==> src/rtl/tmr_pkg.sv <==
package tmr_pkg;

   localparam int TMR_LANES = 3;

   typedef enum logic {
      XF_ADD = 1'b0,
      XF_ROT = 1'b1
   } xform_kind_e;

   function automatic xform_kind_e stage_kind(input int stage);
      return (stage % 2 == 0) ? XF_ADD : XF_ROT;
   endfunction

endpackage

==> src/rtl/tmr_maj_voter.sv <==
module tmr_maj_voter #(
   parameter int W = 27
) (
   input  logic [W-1:0] a,
   input  logic [W-1:0] b,
   input  logic [W-1:0] c,
   output logic [W-1:0] y,
   output logic         split
);

   if (W < 1) begin : g_bad_w
      $error("tmr_maj_voter: W must be positive");
   end

   always_comb begin
      y     = (a & b) | (a & c) | (b & c);
      split = |((a ^ y) | (b ^ y) | (c ^ y));
   end

endmodule

==> src/rtl/tmr_stage_xform.sv <==
module tmr_stage_xform
   import tmr_pkg::*;
#(
   parameter int W        = 26,
   parameter int STAGE    = 0,
   parameter int ADD_BASE = 437,
   parameter int ROT_AMT  = 3
) (
   input  logic [W-1:0] x,
   output logic [W-1:0] y
);

   localparam xform_kind_e KIND = stage_kind(STAGE);
   localparam logic [W-1:0] ADD_K = W'(ADD_BASE + STAGE);

   if (KIND == XF_ADD) begin : g_add
      assign y = x + ADD_K;
   end else begin : g_rot
      if (ROT_AMT < 1 || ROT_AMT >= W) begin : g_bad_rot
         $error("tmr_stage_xform: ROT_AMT must lie in 1..W-1");
      end
      assign y = {x[W-1-ROT_AMT:0], x[W-1:W-ROT_AMT]};
   end

endmodule

==> src/rtl/tmr_lane_stage.sv <==
module tmr_lane_stage #(
   parameter int W        = 26,
   parameter int STAGE    = 0,
   parameter int ADD_BASE = 437,
   parameter int ROT_AMT  = 3
) (
   input  logic         clk,
   input  logic         rst_n,
   input  logic [W:0]   vin,
   input  logic         inj_hit,
   input  logic [W-1:0] inj_mask,
   output logic [W:0]   vout
);

   logic [W-1:0] xf_y;
   logic [W:0]   q;

   tmr_stage_xform #(
      .W       (W),
      .STAGE   (STAGE),
      .ADD_BASE(ADD_BASE),
      .ROT_AMT (ROT_AMT)
   ) u_xf (
      .x(vin[W-1:0]),
      .y(xf_y)
   );

   always_ff @(posedge clk or negedge rst_n) begin
      if (!rst_n) q <= '0;
      else        q <= {vin[W], xf_y};
   end

   assign vout = q ^ {1'b0, (inj_hit ? inj_mask : {W{1'b0}})};

endmodule

==> src/rtl/tmr_voted_pipe.sv <==
module tmr_voted_pipe
   import tmr_pkg::*;
#(
   parameter int DATA_W   = 26,
   parameter int N_STAGES = 7,
   parameter int STG_W    = (N_STAGES > 1) ? $clog2(N_STAGES + 1) : 1,
   parameter int ADD_BASE = 437,
   parameter int ROT_AMT  = 3
) (
   input  logic                clk,
   input  logic                rst_n,
   input  logic                in_valid,
   input  logic [DATA_W-1:0]   in_data,
   input  logic                inj_en,
   input  logic [1:0]          inj_lane,
   input  logic [STG_W-1:0]    inj_stage,
   input  logic [DATA_W-1:0]   inj_mask,
   input  logic                fault_clr,
   output logic                out_valid,
   output logic [DATA_W-1:0]   out_data,
   output logic [N_STAGES-1:0] stage_mismatch,
   output logic [N_STAGES-1:0] fault_sticky
);

   localparam int WV = DATA_W + 1;

   if (DATA_W < 2) begin : g_bad_dw
      $error("tmr_voted_pipe: DATA_W must be at least 2");
   end
   if (N_STAGES < 1) begin : g_bad_ns
      $error("tmr_voted_pipe: N_STAGES must be at least 1");
   end
   if ((1 << STG_W) <= N_STAGES) begin : g_bad_sw
      $error("tmr_voted_pipe: STG_W too narrow to encode an unused stage");
   end
   if (TMR_LANES != 3) begin : g_bad_lanes
      $error("tmr_voted_pipe: voter needs exactly three lanes");
   end

   logic [WV-1:0] vote_bus [N_STAGES+1];
   logic [WV-1:0] lane_out [TMR_LANES][N_STAGES];

   assign vote_bus[0] = {in_valid, in_data};

   for (genvar s = 0; s < N_STAGES; s++) begin : g_stage
      for (genvar l = 0; l < TMR_LANES; l++) begin : g_lane
         logic hit;
         assign hit = inj_en
                   && (inj_lane == 2'(l))
                   && (inj_stage == STG_W'(s));

         tmr_lane_stage #(
            .W       (DATA_W),
            .STAGE   (s),
            .ADD_BASE(ADD_BASE),
            .ROT_AMT (ROT_AMT)
         ) u_ls (
            .clk     (clk),
            .rst_n   (rst_n),
            .vin     (vote_bus[s]),
            .inj_hit (hit),
            .inj_mask(inj_mask),
            .vout    (lane_out[l][s])
         );
      end

      tmr_maj_voter #(.W(WV)) u_vote (
         .a    (lane_out[0][s]),
         .b    (lane_out[1][s]),
         .c    (lane_out[2][s]),
         .y    (vote_bus[s+1]),
         .split(stage_mismatch[s])
      );
   end

   always_ff @(posedge clk or negedge rst_n) begin
      if (!rst_n)         fault_sticky <= '0;
      else if (fault_clr) fault_sticky <= '0;
      else                fault_sticky <= fault_sticky | stage_mismatch;
   end

   assign out_valid = vote_bus[N_STAGES][DATA_W];
   assign out_data  = vote_bus[N_STAGES][DATA_W-1:0];

endmodule

==> config.mk <==
export PLATFORM = sky130hd
export DESIGN_NAME = tmr_voted_pipe
export DESIGN_NICKNAME = d
export VERILOG_FILES = /design/src/rtl/tmr_pkg.sv /design/src/rtl/tmr_maj_voter.sv /design/src/rtl/tmr_stage_xform.sv /design/src/rtl/tmr_lane_stage.sv /design/src/rtl/tmr_voted_pipe.sv
export SDC_FILE = /design/constraint.sdc
export NUM_CORES = 1
export LEC_CHECK = 0
export BUFFER_PORTS_ARGS = -buffer_cell sky130_fd_sc_hd__clkbuf_2
export CAP_MARGIN = 10
export CORE_MARGIN = 4
export CORE_UTILIZATION = 50
export DETAILED_ROUTE_END_ITERATION = 10
export PLACE_DENSITY = 0.77
export SYNTH_ARGS = -nofsm -noshare
export SYNTH_HDL_FRONTEND = slang
export SYNTH_HIERARCHICAL = 1
export SYNTH_SLANG_ARGS = --single-unit
export TNS_END_PERCENT = 50
==> constraint.sdc <==
create_clock -name clk -period 5.8 [get_ports clk]
set_input_delay 0.58 -clock clk [delete_from_list [all_inputs] [get_ports clk]]
set_output_delay 0.58 -clock clk [all_outputs]
set_load 0.02 [all_outputs]
After elaboration in Yosys (flattened, before gate mapping)
Index checks and enable logic that the tools add are counted.
{"block": "word_totals", "ff_bits": 196, "input_bits": 62, "out_inout_bits": 41, "wordCells": 167}
{"block": "classes", "add_sub_neg": 4, "n_eq_ne": 8, "n_mux": 22, "bitwise": 92, "reduce_logical": 33}
{"op": "$or A27 B27 Y27", "count": 28}
{"op": "$and A27 B27 Y27", "count": 21}
{"op": "$xor A27 B26 Y27", "count": 21}
{"op": "$xor A27 B27 Y27", "count": 21}
{"op": "$mux W26", "count": 21}
{"op": "$reduce_or A27 Y1", "count": 7}
{"op": "$add A26 B9 Y26 const B", "count": 4}
{"op": "$logic_and A1 B1 Y1", "count": 24}
{"op": "$eq A3 B3 Y1 const B", "count": 3}
{"op": "$mux W7", "count": 1}
{"op": "$or A7 B7 Y7", "count": 1}
{"op": "$eq A3 B2 Y1 const B", "count": 2}
{"op": "$eq A3 B1 Y1 const B", "count": 1}
{"op": "$logic_not A3 Y1", "count": 1}
{"op": "$eq A2 B1 Y1 const B", "count": 1}
{"op": "$eq A2 B2 Y1 const B", "count": 1}
{"op": "$logic_not A2 Y1", "count": 1}

Depth between registers and ports, before layout
Gate-level depths: netlist of run 1.
{"block": "depth", "word_depth": 14, "ltp_mapped": 15, "ltp_nobuf": 13}

By module
Netlist of run 1, hierarchy kept.
{"mod": "tmr_lane_stage", "instances": 21, "cells_each": 83, "area_per_inst_um2": 1053.5, "seq_area_each_um2": 675.6}
{"mod": "tmr_maj_voter", "instances": 7, "cells_each": 109, "area_per_inst_um2": 729.4, "seq_area_each_um2": 0.0}
{"mod": "tmr_stage_xform (g_stage[1].g_lane[0].u_ls.u_xf ...)", "instances": 9, "cells_each": 26, "area_per_inst_um2": 195.2, "seq_area_each_um2": 0.0}
{"mod": "tmr_stage_xform (g_stage[0].g_lane[0].u_ls.u_xf ...)", "instances": 3, "cells_each": 71, "area_per_inst_um2": 556.8, "seq_area_each_um2": 0.0}
{"mod": "tmr_stage_xform (g_stage[6].g_lane[0].u_ls.u_xf ...)", "instances": 3, "cells_each": 71, "area_per_inst_um2": 530.5, "seq_area_each_um2": 0.0}
{"mod": "tmr_stage_xform (g_stage[2].g_lane[0].u_ls.u_xf ...)", "instances": 3, "cells_each": 72, "area_per_inst_um2": 508.0, "seq_area_each_um2": 0.0}
{"mod": "tmr_stage_xform (g_stage[4].g_lane[0].u_ls.u_xf ...)", "instances": 3, "cells_each": 66, "area_per_inst_um2": 490.5, "seq_area_each_um2": 0.0}
{"mod": "tmr_voted_pipe", "instances": 1, "cells_each": 53, "area_per_inst_um2": 399.1, "seq_area_each_um2": 175.2}

Least setup slack after synthesis of run 1
Ideal clock, no wire load.
{"block": "synth_path", "path_type": "input-to-output", "start": "input port inj_stage[2]", "end": "output port stage_mismatch[0]", "t_arrival_ns": 2.897, "required_ns": 5.220, "path_slack_ns": 2.323, "path_stages": 10, "path_buffers": 2, "cell_sequence": "or4b_1 -> nor2_1 -> buf_6 -> buf_6 -> nand2_1 -> xnor2_1 -> or3_1 -> a211o_1 -> nor4_2 -> nand4_1"}
{"item": "from (decl)", "line_no": "tmr_voted_pipe.sv:16", "text": "input logic [STG_W-1:0] inj_stage,"}
{"item": "to (decl)", "line_no": "tmr_voted_pipe.sv:21", "text": "output logic [N_STAGES-1:0] stage_mismatch,"}

==> parameters.txt, run 1 <==
Parameter                              Value

Status
  Run status    finished, final reports clean

Floorplan
  Number of top-level design ports    103
  Effective utilization at floorplan    0.5063
  Horizontal extent of the die    275.0 um
  Core Region    70390 um2
  Cell Rows    97
  Die Area    75620 um2
  DIE HEIGHT    275.0 um

Placed design
  Post-detailed-placement cell area    34980 um2
  IO buf count    102
  Post-Place Setup Slack    1.119 ns
  Half-perimeter wire length of the detailed placement result    64430 um
  GPL Wtd Cong    0.8965

Cells and area
  Final net count    3597
  Syn-to-layout area delta    4.237%
  Final Cell Area    37150 um2
  Ratio of cells with drive above 1 in the final layout    0.1244

Synth
  Count of different cell masters after synthesis    72
  Register area share after synthesis    0.4030
  Summed instance area of the synthesized netlist    35640 um2
  Number of enable-type register cells in the synthesized netlist    0
  Most frequently used flop master after synthesis    sky130_fd_sc_hd__dfrtp_1
  Yosys Warn Count    6
  Synthesized net count    3714
  Post-synthesis register bit count    574
  Proportion of register bits with asynchronous set or reset after synthesis    1.000
  Average size of a mapped cell    9.811 um2
  Synthesized instance count    3633

Critical path
  Launching point of the worst reg2reg path    g_stage[5].g_lane[2].u_ls/q[0]
  Startpoint of the most critical setup path    inj_lane[0]
  Worst-case register-to-register setup slack    2.75 ns
  Sequence of cells on the critical path    clkbuf_2 -> or2_2 -> nor2_1 -> nand2_1 -> xnor2_1 -> or3_1 -> a2111oi_0 -> nand4_1 -> clkbuf_2
  Setup crit end kind    primary output
  Stages on the worst setup path    9
  Endpoint of the lowest-slack register-to-register path    g_stage[6].g_lane[1].u_ls/q[24]
  Maximum single-stage delay on the critical path    0.97 ns
  Worst setup path endpoint    stage_mismatch[2]
  Critical-path maximum fanout    9
  Category of cells accounting for the largest share of critical-path delay    simple AND/OR/NAND/NOR gates
  Data arrival, critical path    4.04 ns
  Required time of the worst setup path    5.22 ns
  CP Buf/Inv Count    2
  Critical path's most frequent cell    sky130_fd_sc_hd__clkbuf_2
  Category of the most critical setup path    primary input to primary output
  Startpoint class of the critical path    primary input
  Path depth of the worst reg2reg path    9
  Slowest cell on crit path    sky130_fd_sc_hd__a2111oi_0

Timing
  Maximum achievable frequency    216.4 MHz
  Hold WS    0.07253 ns
  Final critical-path share of the clock period    0.7968
  Number of hold violations in the final report    0
  Number of pins with negative max-slew slack in the final report    0
  Worst path setup slack after routing    1.178 ns
  Unrepaired setup endpoints after global routing    false
  Final setup violation count    0
  Total Negative Setup Slacks    0 ns
  Max-slew headroom    0.1559
  Post-Route Skew    0.03673 ns
  Tightest Pin Transition    1.261 ns
  Min Tclk post-route    4.622 ns

Clock network
  Skew-Pair Late Insertion Delay    0.66 ns
  Number of buffers added by the clock tree synthesis step    61
  Clock root buffer    sky130_fd_sc_hd__clkbuf_16
  Bufs on Longest Clock Path    3
  Clock tree from TritonCTS    done
  Register clock-pin slew on the reported worst setup and hold paths    0.06 ns
  Number of levels the H-tree was split into    2
  Sinks on the clock net    574

Detailed routing
  DR vias/cell    5.605
  Starting DRT DRC Count    2107
  Post-detailed-routing wire length    90940 um
  Count of TritonRoute iterations in the first routing pass    5
  Post-DR wirelength/cell    20.17 um
  Number of routed nets with antenna violations    0
  DRC violation count after routing    0
  Via total after detailed routing    25270

Power
  Largest voltage drop on the vdd net    0.0002826 V
  Overall power consumption    17610 uW
  Power per unit of standard cell area    473.9 nW/um2
  Leakage power of the design    0.01422 uW

GRT
  Overall fraction of global-route tracks in use    0.2394
  Wire length of the first global-routing pass    141100 um
  Antenna violations before repair    2
  Vias in the first global route    24840
  Pin count of the biggest net entering global routing    151
  GR Overflow Total    0

Flow run
  Max-cap check violation count    0

Hold path
  Path category of the worst min-delay check    primary input to flip-flop
-- cells in the final DEF, fill, tap and decap left out, types with 11 or more instances in the layout --
cell / Yosys / final
sky130_fd_sc_hd__nand2_1: 622 / 622
sky130_fd_sc_hd__a21boi_0: 14 / 14
sky130_fd_sc_hd__xnor2_1: 714 / 714
sky130_fd_sc_hd__o21bai_1: 14 / 14
sky130_fd_sc_hd__maj3_1: 140 / 140
sky130_fd_sc_hd__o21ai_0: 43 / 43
sky130_fd_sc_hd__or3_1: 24 / 24
sky130_fd_sc_hd__ha_1: 19 / 19
sky130_fd_sc_hd__clkbuf_1: 1 / 15
sky130_fd_sc_hd__clkbuf_2: 0 / 101
sky130_fd_sc_hd__a221o_1: 14 / 14
sky130_fd_sc_hd__and3_1: 148 / 148
sky130_fd_sc_hd__buf_4: 255 / 39
sky130_fd_sc_hd__inv_1: 55 / 55
sky130_fd_sc_hd__clkinv_2: 0 / 11
sky130_fd_sc_hd__xor2_1: 111 / 111
sky130_fd_sc_hd__clkbuf_8: 0 / 14
sky130_fd_sc_hd__a21oi_1: 55 / 55
sky130_fd_sc_hd__o22ai_1: 63 / 63
sky130_fd_sc_hd__dfrtp_1: 574 / 574
sky130_fd_sc_hd__clkbuf_16: 0 / 62
sky130_fd_sc_hd__nor4_1: 17 / 17
sky130_fd_sc_hd__nor3_1: 121 / 121
sky130_fd_sc_hd__nor2_2: 0 / 18
sky130_fd_sc_hd__nand2b_1: 11 / 11
sky130_fd_sc_hd__nand2_2: 63 / 63
sky130_fd_sc_hd__nor2_1: 130 / 112
sky130_fd_sc_hd__nand3_1: 87 / 87
sky130_fd_sc_hd__and4_1: 12 / 12
sky130_fd_sc_hd__nand4_1: 55 / 55
-- repair_timing --
item | CTS | global route
gates resized for setup | 0 | 0
hold buffers | 1 | 0
setup buffers | 0 | 0
endpoints found under the hold margin | 6 | 0
-- state kept, by name, summed over array words and instances (netlist names) --
name / cells
g_stage.g_lane.u_ls/q: 567
fault_sticky: 7
-- cell usage after synthesis, types with 9 or more instances --
cell / number / area, um2
sky130_fd_sc_hd__xnor2_1: 714 / 6254
sky130_fd_sc_hd__nand2_1: 622 / 2335
sky130_fd_sc_hd__dfrtp_1: 574 / 14360
sky130_fd_sc_hd__buf_4: 255 / 1914
sky130_fd_sc_hd__and3_1: 148 / 925.9
sky130_fd_sc_hd__maj3_1: 140 / 1401
sky130_fd_sc_hd__nor2_1: 130 / 488.0
sky130_fd_sc_hd__nor3_1: 121 / 605.6
sky130_fd_sc_hd__xor2_1: 111 / 972.2
sky130_fd_sc_hd__nand3_1: 87 / 435.4
sky130_fd_sc_hd__nand2_2: 63 / 394.1
sky130_fd_sc_hd__o22ai_1: 63 / 394.1
sky130_fd_sc_hd__a21oi_1: 55 / 275.3
sky130_fd_sc_hd__inv_1: 55 / 206.5
sky130_fd_sc_hd__nand4_1: 55 / 344.1
sky130_fd_sc_hd__buf_6: 45 / 506.7
sky130_fd_sc_hd__o21ai_0: 43 / 215.2
sky130_fd_sc_hd__or3_1: 24 / 150.1
sky130_fd_sc_hd__buf_8: 21 / 315.3
sky130_fd_sc_hd__ha_1: 19 / 237.7
sky130_fd_sc_hd__nor4_1: 17 / 106.4
sky130_fd_sc_hd__a21boi_0: 14 / 105.1
sky130_fd_sc_hd__a221o_1: 14 / 140.1
sky130_fd_sc_hd__o21bai_1: 14 / 105.1
sky130_fd_sc_hd__and4_1: 12 / 105.1
sky130_fd_sc_hd__nand2b_1: 11 / 68.82
sky130_fd_sc_hd__a2111oi_2: 9 / 135.1
sky130_fd_sc_hd__nand4_2: 9 / 112.6
sky130_fd_sc_hd__nor3_2: 9 / 90.09
sky130_fd_sc_hd__o21ai_2: 9 / 78.83
sky130_fd_sc_hd__o31ai_1: 9 / 67.56
-- layer usage --
| metal | track usage | part of all wire | vias up |
|---|---|---|---|
| met5 | 0 | 0.000077 | - |
| met4 | 0.1058 | 0.047 | 2 |
| met3 | 0.03428 | 0.063 | 231 |
| met2 | 0.4197 | 0.49 | 859 |
| met1 | 0.2944 | 0.40 | 12380 |
| li1 | - | - | 11800 |
-- metrics by stage --
| step | util | cells |
|---|---|---|
| 2_1_floorplan | - | 3633 |
| 5_1_grt | 0.5278 | 4508 |
| 3_5_place_dp | 0.4970 | 4392 |
| 6_report | 0.5278 | 4509 |
| 4_1_cts | 0.5278 | 4508 |
| 3_3_place_gp | 0.4970 | 4392 |
-- worst reg2reg max path, cell delays in order, from the launching register on --
cell and delay [ns]:
sky130_fd_sc_hd__dfrtp_1 0.38, sky130_fd_sc_hd__xnor2_1 0.26, sky130_fd_sc_hd__nor2_1 0.10, sky130_fd_sc_hd__nor2_1 0.65, sky130_fd_sc_hd__inv_1 0.19, sky130_fd_sc_hd__ha_1 0.28, sky130_fd_sc_hd__nand2b_1 0.25, sky130_fd_sc_hd__a31oi_4 0.45
sky130_fd_sc_hd__and4b_1 0.27, sky130_fd_sc_hd__xor2_1 0.15
-- where the power goes --
group | switching [uW] | total [uW] | internal [uW]
registers | 610 | 6010 | 5400
clock network | 1650 | 4150 | 2500
logic | 4630 | 7450 | 2820
total | 6890 | 17600 | 10700
-- worst min-delay path by stage --
stage | from | to | slack (ns) | depth (start not counted)
2_1_floorplan | rst_n | fault_sticky[0] | 0.28 | 0
3_3_place_gp | fault_sticky[4] | fault_sticky[4] | 0.48 | 2
3_5_place_dp | fault_sticky[4] | fault_sticky[4] | 0.48 | 2
4_1_cts | in_valid | g_stage[0].g_lane[0].u_ls/q[26] | 0.04 | 1
5_1_grt | in_valid | g_stage[0].g_lane[1].u_ls/q[26] | 0.06 | 1
6_report | in_valid | g_stage[0].g_lane[0].u_ls/q[26] | 0.07 | 1
-- cell type report --
| type | count | area [um2] |
|---|---|---|
| tap | 940 | 1176 |
| inverter | 55 | 206.4 |
| clock inverter | 24 | 357.8 |
| multi-input combinational | 2679 | 18360 |
| antenna | 1 | 2.502 |
| timing repair buffer | 145 | 883.3 |
| clock buffer | 91 | 1800 |
| fill | 6093 | 33240 |
| sequential | 574 | 14360 |
-- logic make-up (layout without fill, tap and decap cells) --
kind of cell               Yosys count  in the layout  share of synthesized area
AOI/OAI and AO/OA                  314            314                    0.06726
xor gates and xnor gates           825            825                     0.2027
adders and majority gates          159            159                    0.04599
buffers and inverters              380            315                    0.08309
DFF                                574            574                     0.4030
other                                0              1                          0
and+or+nand+nor                   1381           1381                     0.1980
(Power assumes the default switching activity.)
==> inputs of run 2 (changes only) <==
- PLACE_DENSITY: 0.77 -> 0.8
- clock period: 5.8 -> 4.2 ns (I/O delays scaled with it)
==> parameters.txt, run 2 (synthesis gave the netlist of run 1 again) <==
Parameter                              Value

Critical path
  Maximum single-stage delay on the critical path    0.69 ns
  Required time of the worst setup path    3.78 ns
  Category of cells accounting for the largest share of critical-path delay    simple AND/OR/NAND/NOR gates
  CP Buf/Inv Count    4
  Slowest cell on crit path    sky130_fd_sc_hd__a2111oi_0
  Setup crit end kind    primary output
  Category of the most critical setup path    primary input to primary output
  Startpoint class of the critical path    primary input
  Sequence of cells on the critical path    clkbuf_2 -> nand2b_1 -> nor2_2 -> buf_12 -> nand2_1 -> xnor2_1 -> and3_1 -> o22ai_1 -> a2111oi_0 -> buf_4 -> nand4_1 -> clkbuf_2
  Data arrival, critical path    3.50 ns
  Critical path's most frequent cell    sky130_fd_sc_hd__clkbuf_2
  Critical-path maximum fanout    26

Timing
  Post-Route Skew    0.03063 ns
  Worst path setup slack after routing    0.2834 ns
  Number of hold violations in the final report    0
  Unrepaired setup endpoints after global routing    false
  Number of pins with negative max-slew slack in the final report    0
  Min Tclk post-route    3.917 ns
  Max-slew headroom    0.3898
  Total Negative Setup Slacks    0 ns
  Final critical-path share of the clock period    0.9325
  Final setup violation count    0
  Maximum achievable frequency    255.3 MHz
  Tightest Pin Transition    0.9154 ns

Clock network
  Clock tree from TritonCTS    done
  Skew-Pair Late Insertion Delay    0.64 ns
  Number of buffers added by the clock tree synthesis step    61
  Clock root buffer    sky130_fd_sc_hd__clkbuf_16
  Sinks on the clock net    574
  Register clock-pin slew on the reported worst setup and hold paths    0.06 ns
  Bufs on Longest Clock Path    3
  Number of levels the H-tree was split into    2

Cells and area
  Leading cell types in the layout, fill and taps excluded    714 x sky130_fd_sc_hd__xnor2_1, 622 x sky130_fd_sc_hd__nand2_1, 574 x sky130_fd_sc_hd__dfrtp_1
  Syn-to-layout area delta    5.922%
  Number of flip-flops under the largest register name    567
  Largest registers    g_stage.g_lane.u_ls/q (567), fault_sticky (7)
  Ratio of cells with drive above 1 in the final layout    0.1349
  Reg with most FFs    g_stage.g_lane.u_ls/q
  Commonest non-fill, non-tap cell in the layout    sky130_fd_sc_hd__xnor2_1
  Final net count    3634

GRT
  Wire length of the first global-routing pass    144600 um
  Antenna violations before repair    5
  GR Overflow Total    0
  Pin count of the biggest net entering global routing    101
  Overall fraction of global-route tracks in use    0.2442
  Vias in the first global route    25860

Floorplan
  Horizontal extent of the die    275.0 um
  Effective utilization at floorplan    0.5063
  Core Region    70390 um2
  Number of top-level design ports    103
  Cell Rows    97
  Die Area    75620 um2
  DIE HEIGHT    275.0 um

Detailed routing
  DRC violation count after routing    0
  DR vias/cell    5.713
  Count of TritonRoute iterations in the first routing pass    8
  Post-DR wirelength/cell    20.32 um
  Post-detailed-routing wire length    92400 um
  Starting DRT DRC Count    2265
  Via total after detailed routing    25980
  Number of routed nets with antenna violations    0

Hold path
  Path category of the worst min-delay check    primary input to flip-flop

Flow run
  Max-cap check violation count    0

Power
  Share of total power in combinational logic    0.426
  Leakage power of the design    0.01448 uW
  Sequential group share of total power    0.339
  Largest voltage drop on the vdd net    0.0003893 V
  Proportion of power drawn by the clock network    0.235
  Switching share of power    0.3899
  Power per unit of standard cell area    650.0 nW/um2
  Internal portion of total power    14970 uW
  Switching power of the nets    9569 uW

Placed design
  GPL Wtd Cong    0.9158
  IO buf count    102
  Post-Place Setup Slack    0.2444 ns
  Half-perimeter wire length of the detailed placement result    65590 um

Status
  Run status    finished, final reports clean
## run 2: power by group through the flow
stage | sequential (uW) | clock, uW | combinational (uW)
after floorplan | 8220 | 0 | 8850
after global placement | 8350 | 0 | 9960
after detailed placement | 8410 | 0 | 10200
after CTS | 8310 | 5830 | 10300
after global routing | 8480 | 6090 | 11300
final | 8310 | 5770 | 10500
## run 2: final timing paths
path | from | to | slack (ns) | depth (start not counted)
min in group asynchronous | rst_n | fault_sticky[3] | 0.35 | 2
setup reg to reg | g_stage[1].g_lane[2].u_ls/q[0] | g_stage[2].g_lane[1].u_ls/q[20] | 1.58 | 10
max in group asynchronous | rst_n | g_stage[4].g_lane[1].u_ls/q[11] | 2.72 | 3
hold / removal | in_data[25] | g_stage[0].g_lane[2].u_ls/q[25] | 0.05 | 2
setup / recovery | inj_lane[1] | stage_mismatch[4] | 0.28 | 12
hold reg to reg | fault_sticky[5] | fault_sticky[5] | 0.49 | 2
## run 2: through the flow
step | instances | cell area [um2] | utilization | hold slack [ns] | power (uW)
finish | 4547 | 37750 | 0.5363 | 0.04620 | 24540
global route | 4546 | 37750 | 0.5363 | 0.04254 | 25850
CTS | 4544 | 37750 | 0.5362 | 0.02472 | 24470
detailed placement | 4428 | 35560 | 0.5052 | 0.4465 | 18640
global placement | 4428 | 35560 | 0.5052 | 0.4553 | 18310
floorplan | 3633 | 35640 | - | 0.1244 | 17070
## run 2: layout make-up
class | instances | area (um2)
diodes | 3 | 7.507
clock buffers | 83 | 1719
clock inverters | 31 | 445.4
fillers | 5906 | 32640
inverters | 55 | 206.4
multi-input cells | 2679 | 18370
flip-flops and latches | 574 | 14360
well taps | 940 | 1176
repair buffers | 182 | 1464
## run 2: worst reg2reg max path: cells and delay by family, from the launching register on
kind,cells,cell delay (ns)
simple gates,4,0.89
compound gates,2,0.44
xor+xnor,2,0.43
flops,1,0.37
fa+ha+maj,1,0.26
buf+inv,1,0.14
## run 2: metal layers
| metal | part of all wire | vias up | GRT usage |
|---|---|---|---|
| met4 | 0.061 | 4 | 0.1349 |
| li1 | - | 11900 | - |
| met1 | 0.39 | 12810 | 0.2987 |
| met2 | 0.48 | 960 | 0.4112 |
| met5 | 0.00028 | - | 0 |
| met3 | 0.070 | 301 | 0.04195 |
## run 2: repair_timing
item,in CTS,in global routing
resized for setup,0,1
hold buffers,2,0
endpoints found under the setup margin,0,1
setup buffers,0,0
endpoints found under the hold margin,64,0
